$ cat config.mk
export PLATFORM = sky130hd
export DESIGN_NAME = lock_qualifier
export DESIGN_NICKNAME = d
export VERILOG_FILES = /design/src/rtl/lock_qualifier.sv
export SDC_FILE = /design/constraint.sdc
export NUM_CORES = 1
export LEC_CHECK = 0
export BUFFER_PORTS_ARGS = -buffer_cell sky130_fd_sc_hd__buf_4
export CAP_MARGIN = 20
export CORE_MARGIN = 4
export CORE_UTILIZATION = 46
export DETAILED_ROUTE_END_ITERATION = 7
export PLACE_DENSITY = 0.75
export SYNTH_ARGS = -nofsm -noshare
export SYNTH_HDL_FRONTEND = slang
export SYNTH_SLANG_ARGS = --single-unit
$ cat constraint.sdc
create_clock -name clk -period 2.6 [get_ports clk]
set_clock_uncertainty 0.15 [all_clocks]
set_input_delay 0.13 -clock clk [delete_from_list [all_inputs] [get_ports clk]]
set_output_delay 0.13 -clock clk [all_outputs]
set_load 0.03 [all_outputs]
$ cat src/rtl/lock_qualifier.sv
module lock_qualifier #(
  parameter int CNT_W = 16,
  parameter int N_OUT = 8
) (
  input  logic             clk,
  input  logic             rst_n,
  input  logic             qual_en,
  input  logic             raw_lock,
  input  logic [CNT_W-1:0] trip_hi,
  input  logic [CNT_W-1:0] trip_lo,
  input  logic [N_OUT-1:0] gate_mask,
  input  logic [N_OUT-1:0] en_req,
  output logic             lock_ok,
  output logic [N_OUT-1:0] en_out
);
  localparam logic [CNT_W-1:0] CNT_MAX = '1;

  logic [CNT_W-1:0] acc_q;
  logic [CNT_W-1:0] acc_nx;
  logic             lock_nx;

  assign acc_nx = (!qual_en || !raw_lock) ? '0 :
                  (acc_q == CNT_MAX)      ? acc_q :
                                            acc_q + CNT_W'(1);

  always_comb begin
    if (!qual_en)     lock_nx = 1'b0;
    else if (lock_ok) lock_nx = (acc_nx >= trip_lo);
    else              lock_nx = (acc_nx >= trip_hi);
  end

  always_ff @(posedge clk) begin
    if (!rst_n) begin
      acc_q   <= '0;
      lock_ok <= 1'b0;
    end else begin
      acc_q   <= acc_nx;
      lock_ok <= lock_nx;
    end
  end

  assign en_out = en_req & (~gate_mask | {N_OUT{lock_ok}});

  p_step_r2: assert property (@(posedge clk) disable iff (!rst_n)
    (qual_en && raw_lock && acc_q != CNT_MAX) |=> (acc_q == $past(acc_q) + CNT_W'(1)));

  p_clear_r3: assert property (@(posedge clk) disable iff (!rst_n)
    !raw_lock |=> (acc_q == '0));

  p_no_wrap_r4: assert property (@(posedge clk) disable iff (!rst_n)
    (qual_en && raw_lock && acc_q == CNT_MAX) |=> (acc_q == CNT_MAX));

  p_rise_r5: assert property (@(posedge clk) disable iff (!rst_n)
    $rose(lock_ok) |-> (acc_q >= $past(trip_hi)));

  p_fall_r5: assert property (@(posedge clk) disable iff (!rst_n)
    $fell(lock_ok) |-> (!$past(qual_en) || acc_q < $past(trip_lo)));

  p_off_r6: assert property (@(posedge clk) disable iff (!rst_n)
    !qual_en |=> (!lock_ok && acc_q == '0));

  p_gated_r7: assert property (@(posedge clk) disable iff (!rst_n)
    !lock_ok |-> ((en_out & gate_mask) == '0));
endmodule

; Word-level counts from Yosys, hierarchy flattened
; Cells that the tools add are included.
[word_totals]
latch_bits = 0
output_inout_bits = 9
ram_bits = 0
regBits = 17
elab_cells = 16
rom_bits = 0
n_memories = 0
[classes]
addsub = 1
n_mul = 0
n_lt_le_gt_ge = 2
n_shift = 0
n_mux = 3
reduce_logical = 4
bitwise_logic = 3
div = 0
eq_ne = 1
[ops]
columns = op, n
row1 = $ge 16x16->1, 2
row2 = $mux 16, 2
row3 = $add 16x1->16 const B, 1
row4 = $eq 16x16->1 const B, 1
row5 = $and 8x8->8, 1
row6 = $not 8->8, 1
row7 = $or 8x8->8, 1
row8 = $logic_not 1->1, 2
row9 = $reduce_and 2->1, 1
row10 = $logic_or 1x1->1, 1
row11 = $mux 1, 1

; Logic depth before layout (Yosys ltp)
[logic_depth]
word_depth = 5
mapped_depth = 13
ltp_nobuf = 12

; Least setup slack after synthesis
; Ideal clock, no wire load.
[synth_timing]
kind = reg2reg
from = reg acc_q[0]
to = reg lock_ok
synth_period_minus_slack_ns = 2.754
setup_ns = 0.122
path_stages_with_launch = 14
path_buffers = 1
arrival_ns = 2.482
required_time_ns = 2.328
path_slack_ns = -0.154
path_cell_list = dfxtp_1 ha_1 and3_1 buf_6 and4_4 a21oi_1 xnor2_1 nor2_1 ha_1 a21oi_1 o21ai_0 a2111oi_0 o41ai_1 o32a_1
[synth_between]
elab_chain_cells = 5
word_cells_on_any_way = 7
cone_classes = 1 x add/sub / 2 x order compare / 1 x eq/ne / 3 x mux
[synth_lines]
columns = item, line
row1 = start: declaration, 18  ; logic [CNT_W-1:0] acc_q;
row2 = start signal: assignment, 37  ; acc_q <= acc_nx;
row3 = $add 16x1->16 / $eq 16x16->1 (equally long branches), "24, 23"
row4 = $mux 16 (*), 23  ; (acc_q == CNT_MAX) ? acc_q :
row5 = $mux 16 (*), 22  ; assign acc_nx = (!qual_en || !raw_lock) ? '0 :
row6 = net acc_nx[5], 19  ; logic [CNT_W-1:0] acc_nx;
row7 = $ge 16x16->1 (on tied branches), "29, 28"
row8 = $mux 1 (*), 28  ; else if (lock_ok) lock_nx = (acc_nx >= trip_lo);
row9 = end signal: assignment, 38  ; lock_ok <= lock_nx;
row10 = end: declaration, 13  ; output logic lock_ok,
; Mark *: on every way through the listed nets, which the timed path passes. The rest lies on a longest branch.
; A chain may end at the register's enable or synchronous reset.

; Worst setup path after layout
; Same ends and word-level chain as after synthesis.

==> metrics.txt <==
DR pass1 iterations 6; height of the die 70.2 um; vias in the first global route 1962; GP Congestion 0.831; core region area 3690 um^2; LEAKAGE between 1 and 1.5 nW; gr usage total 20.4%; measured slew at the worst slew-check pin slightly above 0.6 ns; filler cell count 302; antenna fix cells 0; number of DRC markers in iteration 0 85; via/cell ratio just over 5; relative slew slack 59.1%; Initial Util 48.2%; #FFs+latches synth 17; # DRC 0; Detailed Place HPWL 4170 um; status finished, violations left; ys async rst share 0%; Top FF cell, synth dfxtp_1; H-Tree Depth 1; number of synthesized flops with an enable pin 0; RSZ-0062 raised after global routing yes; Final Setup Violations 1; total of max-cap violations 0; hold_buf cts 0; Seq/Total Area, Yosys 19.1%; Post-Route WL ~4800 um; Power Dens Cells 234 nW/um^2; layout cells sized above 1 38.5%; final-report max-slew violation count 0; post-route insts no fill 370; Die X 70.2 um; wire length per cell 13.1 um; worst-path maximum fanout 7; clock sink count 17; Syn. warnings 0; critical path data arrival time 2.82 ns; PnR worst setup slack -0.225 ns; final core occ 71.2%; Synth-to-Final Area Change 47.5%; first-pass GRT wire length just over 8000 um; Mapped Area 1780 um^2; Post-Syn Instances 227; Min Clock Period, post-route 2.82 ns; Port Buffer Count 60; failing checks negative hold slack, negative setup slack; critical path endpoint category flip-flop; post-route ant nets 0; # IOs between 60 and 70; Clock Path Buffers 2; Std-Cell Rows 22; setup TNS -0.225 ns; Final Hold Fails 1; period utilization 109%; initial antenna violation count 0; dpl ws -0.331 ns; most common cell after layout, fill and taps aside buf_4; Fmax 354 MHz; placed cell count 365; post-synthesis cell type count 40; Syn Area/Cell 7.84 um^2; DR vias 1905; peak supply drop around 0.17 mV; CTS tree yes; largest net degree at the start of global routing 16; critical path type flip-flop to flip-flop; Hold WS -0.0000408 ns; Hold/Removal Path Class input pin to flip-flop; CTS clk-pin slew, worst paths 0.06 ns; total gr overflow 0; die footprint 4930 um^2; crit start category flip-flop; CTS root buf clkbuf_8; most frequent cells in the layout 96 x buf_4, 33 x ha_1, 32 x inv_1; fin nets 408; worst endpoint required time 2.60 ns; total CTS buffers 3; syn nets between 300 and 400; Clock Latency Late Sink 0.25 ns
-- metal layers --
layer / track usage (%) / wire length (um) / vias to the layer above
met4: 8.09 / 81 / 0
met3: 1.58 / 205 / 7
met5: 0 / 0 / -
met1: 25.0 / 2140 / 850
met2: 36.5 / 2420 / 60
li1: - / - / 988
-- repair_timing --
action | CTS | global route
gates cloned | 0 | 0
gates resized for setup | 14 | 3
pin swaps | 4 | 1
setup endpoints to repair | 1 | 1
endpoints found under the hold margin | 0 | 0
setup buffers | 0 | 1
-- cell type report --
class,instances,area (um^2),area share [%]
clock buffer,4,45.0,1.72
inverter,32,120,4.58
tap,48,60.1,2.29
multi-input combinational,173,1340,51.0
timing repair buffer,96,721,27.5
sequential,17,342,13.0
-- power breakdown --
group | switching (mW) | internal, mW | total (mW) | leakage (nW)
clock | 0.0911 | 0.109 | 0.200 | 0.0228
sequential | 0.000511 | 0.261 | 0.262 | 0.137
combinational | 0.0662 | 0.0850 | 0.151 | 1.22
-- per-stage QoR --
step                instance area, um^2  power [mW]
floorplan                          1780       0.329
global placement                   2520       0.414
detailed placement                 2520       0.417
CTS                                2600       0.613
global route                       2630       0.639
finish                             2630       0.613
-- cells in the mapped netlist (4+ instances only) --
master	number	share of area, %
a21boi_0	8	3.4
a21oi_1	9	2.5
and3_1	4	1.4
dfxtp_1	17	19
ha_1	33	23
inv_1	32	6.8
mux2i_1	4	2.3
nand2_1	10	2.1
nand3_1	11	3.1
nand4_1	6	2.1
nor2_1	32	6.8
o21ai_0	8	2.3
xor2_1	7	3.4
-- registers in the layout, summed over array words and instances (netlist names) --
register and count:
lock_ok 1, acc_q 16
-- final timing paths --
path | from | end | slack [ns] | cells after the start
min reg2reg | acc_q[9]$_SDFF_PN0_ | acc_q[9]$_SDFF_PN0_ | 0.41 | 2
min | raw_lock | acc_q[0]$_SDFF_PN0_ | -0.00004 | 2
max reg2reg | acc_q[0]$_SDFF_PN0_ | lock_ok$_SDFF_PN0_ | -0.22 | 12
max | acc_q[0]$_SDFF_PN0_ | lock_ok$_SDFF_PN0_ | -0.22 | 12
-- kinds of logic after synthesis --
kind of cell,after synthesis,share of synthesized area (%)
DFF,17,19.1
adders and majority gates,33,23.2
xor gates and xnor gates,8,3.94
muxes,4,2.25
and+or+nand+nor,81,24.3
AOI/OAI and AO/OA,47,18.2
buffers and inverters,37,9.00
-- critical path: stages (launching register included) --
cell and delay (ns):
dfxtp_2 0.33, ha_1 0.16, and3_4 0.23, nand4_4 0.14, o211ai_2 0.18, xor2_1 0.22, nor2_1 0.09, ha_1 0.31
a21oi_1 0.15, o21ai_1 0.09, a2111oi_1 0.35, o41ai_1 0.13, o32a_1 0.17
Note: power is estimated with default switching activity, not from simulation.
